--- config.mk ---
export PLATFORM = sky130hd
export DESIGN_NAME = trace_irq_unit
export DESIGN_NICKNAME = d
export VERILOG_FILES = /design/src/rtl/trace_pkg.sv /design/src/rtl/trace_arm.sv /design/src/rtl/trace_status.sv /design/src/rtl/trace_irq_unit.sv
export SDC_FILE = /design/constraint.sdc
export NUM_CORES = 1
export LEC_CHECK = 0
export BUFFER_PORTS_ARGS = -buffer_cell sky130_fd_sc_hd__buf_2
export CELL_PAD_IN_SITES_DETAIL_PLACEMENT = 1
export CELL_PAD_IN_SITES_GLOBAL_PLACEMENT = 2
export CORE_ASPECT_RATIO = 0.8
export CORE_MARGIN = 5
export CORE_UTILIZATION = 10
export CTS_BUF_LIST = sky130_fd_sc_hd__clkbuf_4
export DETAILED_ROUTE_END_ITERATION = 10
export PLACE_DENSITY = 0.88
export SLEW_MARGIN = 20
export SYNTH_ARGS = -nofsm -noshare
export SYNTH_HDL_FRONTEND = slang
export SYNTH_SLANG_ARGS = --single-unit
--- constraint.sdc ---
create_clock -name clk -period 1.3 [get_ports clk]
set_clock_uncertainty 0.15 [all_clocks]
set_input_delay 0.13 -clock clk [delete_from_list [all_inputs] [get_ports clk]]
set_output_delay 0.13 -clock clk [all_outputs]
set_load 0.01 [all_outputs]
--- src/rtl/trace_pkg.sv ---
package trace_pkg;

    localparam int XLEN = 64;

    typedef enum logic [3:0] {
        CLS_OTHER  = 4'd0,
        CLS_LOAD   = 4'd1,
        CLS_STORE  = 4'd2,
        CLS_ICINV  = 4'd3,
        CLS_ICTCH  = 4'd4,
        CLS_DCTCH  = 4'd5,
        CLS_DCSTO  = 4'd6,
        CLS_DCFLS  = 4'd7,
        CLS_DCZRO  = 4'd8,
        CLS_DCTST  = 4'd9
    } insn_class_e;

    typedef struct packed {
        logic load_like;
        logic store_like;
    } mem_kind_t;

    // machine state word bit positions (LSB numbering)
    localparam int ST_STEP  = 10;
    localparam int ST_BRTR  = 9;
    localparam int ST_EXTEN = 15;
    localparam int ST_PROB  = 14;
    localparam int ST_IREL  = 5;
    localparam int ST_DREL  = 4;
    localparam int ST_RECOV = 1;
    localparam int ST_WIDE  = 63;
    localparam int ST_LITTLE = 0;

    // saved-status bit positions (LSB numbering)
    localparam int SS_TRACE = 30;
    localparam int SS_LOAD  = 28;
    localparam int SS_STORE = 27;

    localparam int N_CLR = 7;
    localparam int CLR_POS [N_CLR] = '{ST_STEP, ST_BRTR, ST_EXTEN, ST_PROB,
                                       ST_IREL, ST_DREL, ST_RECOV};

    function automatic mem_kind_t classify(input logic [3:0] code);
        mem_kind_t k;
        k.load_like  = 1'b0;
        k.store_like = 1'b0;
        case (code)
            CLS_LOAD, CLS_ICINV, CLS_ICTCH,
            CLS_DCTCH, CLS_DCSTO, CLS_DCFLS: k.load_like  = 1'b1;
            CLS_STORE, CLS_DCZRO, CLS_DCTST: k.store_like = 1'b1;
            default: ;
        endcase
        return k;
    endfunction

endpackage

--- src/rtl/trace_arm.sv ---
module trace_arm
    import trace_pkg::*;
(
    input  logic        clk,
    input  logic        rst,
    input  logic        in_valid,
    input  logic [3:0]  in_class,
    input  logic        in_branch,
    input  logic        in_rfi,
    input  logic        step_en,
    input  logic        brtr_en,
    input  logic        status_done,
    output logic        armed,
    output logic        fire,
    output mem_kind_t   kind_q
);
    logic arm_now;

    assign fire    = in_valid & armed;
    assign arm_now = in_valid & ~armed & ~in_rfi &
                     (step_en | (brtr_en & in_branch));

    always_ff @(posedge clk) begin
        if (rst) begin
            armed  <= 1'b0;
            kind_q <= '0;
        end else begin
            if (status_done)
                armed <= 1'b0;
            else if (arm_now)
                armed <= 1'b1;
            if (in_valid && !armed)
                kind_q <= classify(in_class);
        end
    end


    done_clears_chk: assert property (@(posedge clk) disable iff (rst)
        status_done |=> !armed);


    arm_source_chk: assert property (@(posedge clk) disable iff (rst)
        $rose(armed) |-> $past(in_valid && !in_rfi));


    fire_needs_valid_chk: assert property (@(posedge clk) disable iff (rst)
        fire |-> in_valid);

endmodule

--- src/rtl/trace_status.sv ---
module trace_status
    import trace_pkg::*;
#(
    parameter logic [XLEN-1:0] VECTOR = 64'h0000_0000_0000_0D00
)(
    input  mem_kind_t        kind_q,
    input  logic [XLEN-1:0]  pc_in,
    input  logic [XLEN-1:0]  msr_in,
    output logic [XLEN-1:0]  vec_addr,
    output logic [XLEN-1:0]  status_bits,
    output logic [XLEN-1:0]  save_pc,
    output logic [XLEN-1:0]  msr_next
);
    logic [XLEN-1:0] clr_mask;
    logic [XLEN-1:0] set_mask;

    for (genvar g = 0; g < XLEN; g++) begin : g_mask
        localparam bit IS_CLR = (g == CLR_POS[0]) || (g == CLR_POS[1]) ||
                                (g == CLR_POS[2]) || (g == CLR_POS[3]) ||
                                (g == CLR_POS[4]) || (g == CLR_POS[5]) ||
                                (g == CLR_POS[6]);
        assign clr_mask[g] = IS_CLR;
        assign set_mask[g] = (g == ST_WIDE) || (g == ST_LITTLE);
    end

    always_comb begin
        status_bits           = '0;
        status_bits[SS_TRACE] = 1'b1;
        status_bits[SS_LOAD]  = kind_q.load_like;
        status_bits[SS_STORE] = kind_q.store_like;
    end

    assign vec_addr = VECTOR;
    assign save_pc  = pc_in;
    assign msr_next = (msr_in & ~clr_mask) | set_mask;

endmodule

--- src/rtl/trace_irq_unit.sv ---
module trace_irq_unit
    import trace_pkg::*;
(
    input  logic        clk,
    input  logic        rst,
    input  logic        in_valid,
    input  logic [3:0]  in_class,
    input  logic        in_branch,
    input  logic        in_rfi,
    input  logic [63:0] msr_in,
    input  logic [63:0] pc_in,
    input  logic        ext_irq_req,
    input  logic        status_done,
    output logic        trace_fire,
    output logic        ext_irq_take,
    output logic [63:0] vec_addr,
    output logic [63:0] status_bits,
    output logic [63:0] save_pc,
    output logic [63:0] msr_next
);
    logic      armed;
    mem_kind_t kind_q;

    trace_arm u_arm (
        .clk         (clk),
        .rst         (rst),
        .in_valid    (in_valid),
        .in_class    (in_class),
        .in_branch   (in_branch),
        .in_rfi      (in_rfi),
        .step_en     (msr_in[ST_STEP]),
        .brtr_en     (msr_in[ST_BRTR]),
        .status_done (status_done),
        .armed       (armed),
        .fire        (trace_fire),
        .kind_q      (kind_q)
    );

    trace_status u_stat (
        .kind_q      (kind_q),
        .pc_in       (pc_in),
        .msr_in      (msr_in),
        .vec_addr    (vec_addr),
        .status_bits (status_bits),
        .save_pc     (save_pc),
        .msr_next    (msr_next)
    );

    assign ext_irq_take = ext_irq_req & in_valid & ~trace_fire;


    trace_beats_async_chk: assert property (@(posedge clk) disable iff (rst)
        trace_fire |-> !ext_irq_take);


    trace_bit_chk: assert property (@(posedge clk) disable iff (rst)
        trace_fire |-> status_bits[SS_TRACE]);


    kind_excl_chk: assert property (@(posedge clk) disable iff (rst)
        $onehot0(status_bits[SS_LOAD -: 2]));


    entry_state_chk: assert property (@(posedge clk) disable iff (rst)
        trace_fire |-> (!msr_next[ST_STEP] && !msr_next[ST_BRTR] && msr_next[ST_WIDE]));

endmodule

After elaboration in Yosys (flattened, before gate mapping)
Cells that the tools add are included.
- equality and inequality tests: 9
- multiplexer cells: 2
- bitwise gates (word level): 11
- reduce and logical (&&, ||, !) cells: 5
- operator list (kind ; count):
    4-bit by 3-bit == test with 1-bit output (second input constant) ; 4
    4-bit by 2-bit == test with 1-bit output (second input constant) ; 2
    4-bit == test (second input constant) ; 2
    1-bit bitwise AND ; 7
    6-bit OR reduction ; 1
    4-bit by 1-bit == test with 1-bit output (second input constant) ; 1
    1-bit NOT ; 3
    3-bit OR reduction ; 1
    1-bit 2-to-1 mux ; 2
    2-bit OR reduction ; 1
    1-bit logical AND ; 1
    1-bit logical NOT ; 1
    1-bit bitwise OR ; 1
- register bits: 3
- input bits: 139

Logic depth before layout (Yosys ltp)
Gate-level depths: netlist of the first run.
- depth after elaboration: 4
- gate-level depth with buffers: 3

Modules after synthesis
A second synthesis of the first run with hierarchy kept.
- cells, all modules: 277
- area, all modules: 2088.3 um2
- modules (own cells, without submodules) (module ; instances ; cells each ; area each (um2) ; sequential area each (um2)):
    trace_status ; 1 ; 258 ; 1929.4 ; 0.0
    trace_arm ; 1 ; 18 ; 150.1 ; 60.1
    trace_irq_unit ; 1 ; 1 ; 8.8 ; 0.0

Least setup slack after synthesis of the first run
OpenSTA, ideal clock, no wires.
- path kind: reg2reg
- from: register u_arm.armed
- to: register, netlist name u_arm.kind_q[1]
- data arrival time: 0.889 ns
- required time: 1.080 ns
- slack: 0.191 ns
- stages on the path, launching flop included: 4
- buffers on the path: 0
- clock period less this slack: 1.109 ns
- cells stage by stage: dfxtp_1 nand2b_4 or3_1 a21oi_1
- cells in the longest elaborated chain, start to end: 2
- RTL lines (item ; RTL line ; source):
    start, declared ; trace_arm.sv:13 ; output logic armed,
    start signal, assigned ; trace_arm.sv:25 ; armed <= 1'b0;
    start signal, assigned ; trace_arm.sv:29 ; armed <= 1'b0;
    start signal, assigned ; trace_arm.sv:31 ; armed <= 1'b1;
    1-bit logical NOT ; trace_arm.sv:32 ; if (in_valid && !armed)
    1-bit logical AND ; trace_arm.sv:32 ;
Every way passes these cells.
A chain may end at the register's enable or synchronous reset.

Worst setup path in the final report of the first run
- from: register u_arm.armed
- to: output ext_irq_take
- cells in the longest elaborated chain, start to end: 3
- RTL lines (item ; RTL line ; source):
    1-bit bitwise AND ; trace_arm.sv:19 ; assign fire = in_valid & armed;
    1-bit NOT ; trace_irq_unit.sv:49 ; assign ext_irq_take = ext_irq_req & in_valid & ~trace_fire;
    1-bit bitwise AND ; trace_irq_unit.sv:49 ;
    end, declared ; trace_irq_unit.sv:15 ; output logic ext_irq_take,
Every way passes these cells.

==> results.json, run 1 <==
{
  "holdPathEnd": "u_arm.kind_q[0]",
  "ir_worst_vdd_mv": 0.136,
  "path_max_fanout": 5,
  "h-tree-depth": 1,
  "fp.dieH_um": 139,
  "fin_util": 0.0554,
  "gp_congestion": 0.616,
  "leakage_nw": 0.600,
  "die_w_um": 171,
  "r2r_slack_ns": 0.12,
  "finalCriticalPeriod_ns": 1.20,
  "numCtsBuffers": 3,
  "hold_viol_final": 0,
  "r2r-end": "u_arm.kind_q[1]",
  "final_area_um2": 1140,
  "nets": 317,
  "maxSlewViolCount": 0,
  "arrival_ns": 0.92,
  "ys_types": 17,
  "grt_max_degree": 6,
  "holdPathStages": 3,
  "synthTopCellsByArea": "buf_4, dfxtp_1, nand2b_4",
  "syn_to_final_growth_pct": -45.1,
  "grt.overflow.total": 0,
  "initial_core_util": 0.101,
  "syn-instance-count": 276,
  "synth_fa_ha_area_frac": 0,
  "clk-insertion-delay-late_ns": 0.23,
  "status": "completed",
  "hold_ws_ns": 0.0450,
  "clkPwrFrac": 0.353,
  "path_class": "flip-flop to primary output",
  "clockBufferDepth": 2,
  "ys_seq_area_frac": 0.0289,
  "drtIter0Drc": 11,
  "avgSynthCellArea_um2": 7.53,
  "first_pass_iters": 2,
  "synth_largest_area_cell": "buf_4",
  "power.density_nw_per_um2": 460,
  "sequentialPowerShare": 0.187,
  "cts_tree": "done",
  "synth_warnings": 0,
  "synth.top_cell.area_share": 0.917,
  "antenna_found_initial": 1,
  "io-pin-count": 397,
  "synth_seq_cells": 3,
  "synth.area.mux_share": 0,
  "num_rows": 47,
  "post_dp_cell_area_um2": 1090,
  "cp-start-kind": "flip-flop",
  "synth_xor_area_frac": 0,
  "ff2ff_path_depth": 3,
  "cts_setup_buffers": 0,
  "fin_crit_sh": 0.920,
  "maxCapViolCount": 0,
  "rsz0062_at_grt": "no",
  "portBuffers": 16,
  "seqCellArea_um2": 60.1,
  "clk_pin_slew_ns": 0.04,
  "power.internal_w": 0.000263,
  "min_path_type": "input port to flip-flop",
  "fin_tns_setup_ns": 0,
  "multi_input_comb_area_um2": 604,
  "p_comb_frac": 0.460,
  "ant_nets": 0,
  "root_buffer": "clkbuf_4",
  "cp_data_required_time_ns": 1.02,
  "synthSimpleGateAreaFrac": 0.0295,
  "cts.sinks": 3,
  "timing.fmax_ghz": 0.837,
  "drc": 0,
  "timing.rr.start": "u_arm.armed",
  "setup_viol": 0,
  "min_from": "in_class[2]",
  "synth_top_family_by_area": "buffers and inverters",
  "layout-drive-gt1-share": 0.124,
  "via_per_inst": 1.67,
  "dp.final_hpwl_um": 4020,
  "grt_util_all_layers": 0.0305,
  "synth_area_um2": 2080,
  "vias": 747,
  "nFillCells": 2554,
  "fp.coreArea_um2": 20600,
  "wl_per_cell_um": 10.0,
  "swShare": 0.500,
  "switchingPower_w": 0.000263,
  "endpoint_kind": "primary output",
  "grt_pass1_wl_um": 4920,
  "die_area_um2": 23800,
  "grt_pass1_vias": 635,
  "synth_compound_area_frac": 0.0174,
  "routed_wl_um": 4490
}
per-layer routing:
metal / track usage / vias to the layer above / share of wire
met2: 0.0215 / 156 / 0.33
met4: 0.0392 / 6 / 0.12
met5: 0.0435 / - / 0.030
met1: 0.0152 / 274 / 0.16
met3: 0.0604 / 62 / 0.36
li1: - / 249 / -
area by class of cell:
cell class	instances	area share
antenna	1	0.00219
clock buffer	4	0.0263
inverter	2	0.00658
multi-input combinational	150	0.530
sequential	3	0.0526
tap	269	0.295
timing repair buffer	18	0.0877
cell usage after synthesis:
cell type and count:
a211o_1 1, a21o_1 1, a21oi_1 1, a21oi_2 1
a31oi_1 1, and2_1 1, buf_4 254, conb_1 2
dfxtp_1 3, inv_1 2, nand2_1 2, nand2b_1 1
nand2b_4 1, nor2_1 2, nor3_1 1, or3_1 1
or3b_1 1
kinds of logic after synthesis:
kind of cell	after synthesis
AND/OR/NAND/NOR	10
flip-flops	3
AO/OA/AOI/OAI	5
other	2
buffers and inverters	256
power by group through the flow:
stage          logic (W)  clock network [W]  registers, W
6_report        0.000242           0.000186     0.0000980
5_1_grt         0.000268           0.000199     0.0000982
4_1_cts         0.000226           0.000191     0.0000980
3_5_place_dp    0.000221                  0     0.0000995
3_3_place_gp    0.000220                  0     0.0000995
2_1_floorplan   0.000866                  0      0.000101
timing repair:
item / CTS / global route
hold buffers: 2 / 0
hold endpoints to repair: 3 / 0
gates resized for setup: 0 / 0
cells in the final DEF, fill, tap and decap left out:
cell type,instances
nand2b_4,1
nor3_1,1
nor2_1,2
dlygate4sd3_1,2
a31oi_1,1
buf_2,16
or3b_1,1
and2_1,1
nand2b_1,1
clkbuf_4,4
inv_1,2
a21oi_1,1
nand2_1,2
a21oi_2,1
diode_2,1
or3_1,1
conb_1,135
a211o_1,1
a21o_1,1
dfxtp_1,3
metrics by stage:
step | worst slack [ns] | cells | power [W]
2_1_floorplan | 0.191 | 409 | 0.000966
3_3_place_gp | 0.111 | 440 | 0.000319
3_5_place_dp | 0.104 | 440 | 0.000320
4_1_cts | 0.0957 | 446 | 0.000514
5_1_grt | 0.0283 | 447 | 0.000565
6_report | 0.105 | 447 | 0.000525
how the worst max path moves through the flow:
stage                      from               to  slack [ns]
floorplan           u_arm.armed  u_arm.kind_q[1]        0.19
global placement    in_class[0]  u_arm.kind_q[0]        0.11
detailed placement  in_class[0]  u_arm.kind_q[0]        0.10
CTS                 u_arm.armed     ext_irq_take         0.1
global route        u_arm.armed     ext_irq_take        0.03
finish              u_arm.armed     ext_irq_take        0.10
critical path, stage by stage, from the launching register on:
cell and delay, ns:
dfxtp_1 0.31, nand2b_4 0.16, nor2_1 0.08, buf_2 0.13
sequential cells by signal (all words and copies together), names as in the netlist:
register / count
u_arm.kind_q: 2
u_arm.armed: 1
(Power assumes the default switching activity.)
==> run 2: changes to the inputs <==
--- a/config.mk
+++ b/config.mk
@@ -5,13 +5,14 @@
 export SDC_FILE = /design/constraint.sdc
 export NUM_CORES = 1
 export LEC_CHECK = 0
+export ABC_AREA = 1
 export BUFFER_PORTS_ARGS = -buffer_cell sky130_fd_sc_hd__buf_2
 export CELL_PAD_IN_SITES_DETAIL_PLACEMENT = 1
 export CELL_PAD_IN_SITES_GLOBAL_PLACEMENT = 2
 export CORE_ASPECT_RATIO = 0.8
 export CORE_MARGIN = 5
 export CORE_UTILIZATION = 10
-export CTS_BUF_LIST = sky130_fd_sc_hd__clkbuf_4
+export CTS_BUF_LIST = sky130_fd_sc_hd__clkbuf_16
 export DETAILED_ROUTE_END_ITERATION = 10
 export PLACE_DENSITY = 0.88
 export SLEW_MARGIN = 20
==> run 2 against run 1 <==
Synthesized cell count grew 5.1%. Global-route usage shrank 0.54 points. Count of clock-buffer cells in the layout shrank 1. Worst setup slack gained 0.016 ns. Worst hold slack lost 0.030 ns. Via count grew 2.8%. Clock power grew to 2.6 times the previous value. Flip-flop and latch count is the same. First-iteration DRC count shrank 27%. Fmax grew 1.4%. Critical path type unchanged. Largest power group is now clock. Highest routed layer is now met4.
==> results.json, run 2 <==
{
  "clk-insertion-delay-late_ns": 0.22,
  "leakage_nw": 0.666,
  "path_class": "flip-flop to primary output",
  "synthTopCellsByArea": "buf_4, dfxtp_1, nand2_1",
  "synth_fa_ha_area_frac": 0,
  "synth_top_family_by_area": "buffers and inverters",
  "fp.dieH_um": 140,
  "synth.top_cell.area_share": 0.903,
  "vias": 768,
  "cts_tree": "done",
  "largest_reg_flops": 2,
  "portBuffers": 16,
  "wl_per_cell_um": 8.80,
  "synth_flop_cell": "dfxtp_1",
  "min_path_type": "input port to flip-flop",
  "root_buffer": "clkbuf_16",
  "grt_util_all_layers": 0.0251,
  "fin_tns_setup_ns": 0,
  "die_area_um2": 24100,
  "r2r_slack_ns": 0.38,
  "rsz0062_at_grt": "no",
  "finalWorstSetupSlack_ns": 0.121,
  "cts_resized": 0,
  "gp_congestion": 0.549,
  "syn_to_final_growth_pct": -43.2,
  "via_per_inst": 1.68,
  "synth_compound_area_frac": 0.0148,
  "synth_xor_area_frac": 0,
  "h-tree-depth": 1,
  "yosys.cell_count.top_type": "buf_4",
  "synth.area.mux_share": 0,
  "antenna_found_initial": 0,
  "path_max_fanout": 4,
  "initial_core_util": 0.102,
  "n_antenna_cell": 0,
  "routed_wl_um": 4030,
  "ys_seq_area_frac": 0.0284,
  "top_regs": "u_arm.kind_q (2), u_arm.armed (1)",
  "final_common_cell": "conb_1",
  "synth_warnings": 0,
  "finalCriticalPeriod_ns": 1.18,
  "dp.final_hpwl_um": 3560,
  "arrival_ns": 0.90,
  "fp.coreArea_um2": 20800,
  "ir_worst_vdd_mv": 0.281,
  "layout-drive-gt1-share": 0.132,
  "cp-start-kind": "flip-flop",
  "top_register": "u_arm.kind_q",
  "drc": 0,
  "synth_top_cells_by_count": "buf_4, nand2_1, inv_1",
  "ant_nets": 0,
  "cp_data_required_time_ns": 1.02,
  "min_from": "rst",
  "grt_pass1_wl_um": 4310,
  "avgSynthCellArea_um2": 7.28,
  "io-pin-count": 397,
  "cts_setup_buffers": 0,
  "power.density_nw_per_um2": 697,
  "timing.fmax_ghz": 0.848,
  "synth_largest_area_cell": "buf_4",
  "numCtsBuffers": 3,
  "grt.overflow.total": 0,
  "dp_slack_ns": 0.351,
  "ys_types": 12,
  "fin_crit_sh": 0.907,
  "nFillCells": 2551,
  "holdPathEnd": "u_arm.kind_q[1]",
  "hold_viol_final": 0,
  "synth_area_um2": 2110,
  "final_cell_mix": "conb_1, buf_2, inv_1, nand2_1, nor2_1",
  "synth-edff-count": 0,
  "timing.rr.start": "u_arm.armed",
  "maxSlewViolCount": 0,
  "drtIter0Drc": 8,
  "grt_max_degree": 5,
  "first_pass_iters": 2,
  "die_w_um": 172,
  "cts.sinks": 3,
  "r2r-end": "u_arm.kind_q[1]",
  "clockBufferDepth": 2,
  "ff2ff_path_depth": 5,
  "nets": 329,
  "postCtsHoldBufs": 0,
  "clk_pin_slew_ns": 0.03,
  "syn-instance-count": 290,
  "maxCapViolCount": 0,
  "grt_pass1_vias": 651,
  "endpoint_kind": "primary output",
  "num_rows": 47,
  "synthSimpleGateAreaFrac": 0.0326,
  "holdPathStages": 4,
  "setup_viol": 0,
  "async_flop_share": 0,
  "status": "completed",
  "synth_seq_cells": 3
}
run 2: cells by family after synthesis:
group / Yosys count
flops: 3
other cells: 2
compound gates: 4
simple gates: 17
buf+inv: 264
run 2: worst max-delay path by stage:
stage,from,end,slack [ns],cells after the start
floorplan,u_arm.armed,u_arm.kind_q[1],0.43,5
global placement,u_arm.armed,ext_irq_take,0.36,4
detailed placement,u_arm.armed,ext_irq_take,0.35,4
CTS,u_arm.armed,ext_irq_take,0.11,4
global route,u_arm.armed,ext_irq_take,0.05,4
finish,u_arm.armed,ext_irq_take,0.12,4
run 2: report_power, final:
| group | internal, W | switching (W) | total (W) |
|---|---|---|---|
| Clock | 0.000397 | 0.0000869 | 0.000484 |
| Sequential | 0.0000983 | 0.00000310 | 0.000101 |
| Combinational | 0.0000300 | 0.000221 | 0.000251 |
run 2: metal layers:
| layer | routed length [um] | global-route usage | share of wire |
|---|---|---|---|
| met1 | 652 | 0.0127 | 0.16 |
| met2 | 1500 | 0.0199 | 0.37 |
| met3 | 1270 | 0.0406 | 0.31 |
| met4 | 610 | 0.0459 | 0.15 |
| met5 | 0 | 0.0104 | 0 |
run 2: final cells by class:
cell class              instances  area [um^2]  area share
well taps                     269          337       0.281
repair buffers                 16         80.1      0.0667
inverters                      10         37.5      0.0313
clock inverters                 1         3.75     0.00313
multi-input cells             156          607       0.506
flip-flops and latches          3         60.1      0.0501
clock buffers                   3         75.1      0.0626
run 2: per-stage QoR:
step / cell area (um^2) / utilization / total power (W) / hold WS [ns] / std cells
after global placement: 1120 / 0.0540 / 0.000336 / 0.110 / 454
after floorplan: 2610 / - / 0.000982 / 0.134 / 423
after CTS: 1200 / 0.0578 / 0.000829 / 0.0178 / 458
after detailed placement: 1120 / 0.0540 / 0.000338 / 0.110 / 454
final: 1200 / 0.0578 / 0.000836 / 0.0154 / 458
after global routing: 1200 / 0.0578 / 0.000883 / 0.0437 / 458
run 2: worst max-delay path, stage by stage (launching register included):
cell	delay (ns)
dfxtp_1	0.30
inv_2	0.07
nand2_2	0.08
nor2_1	0.09
buf_2	0.13
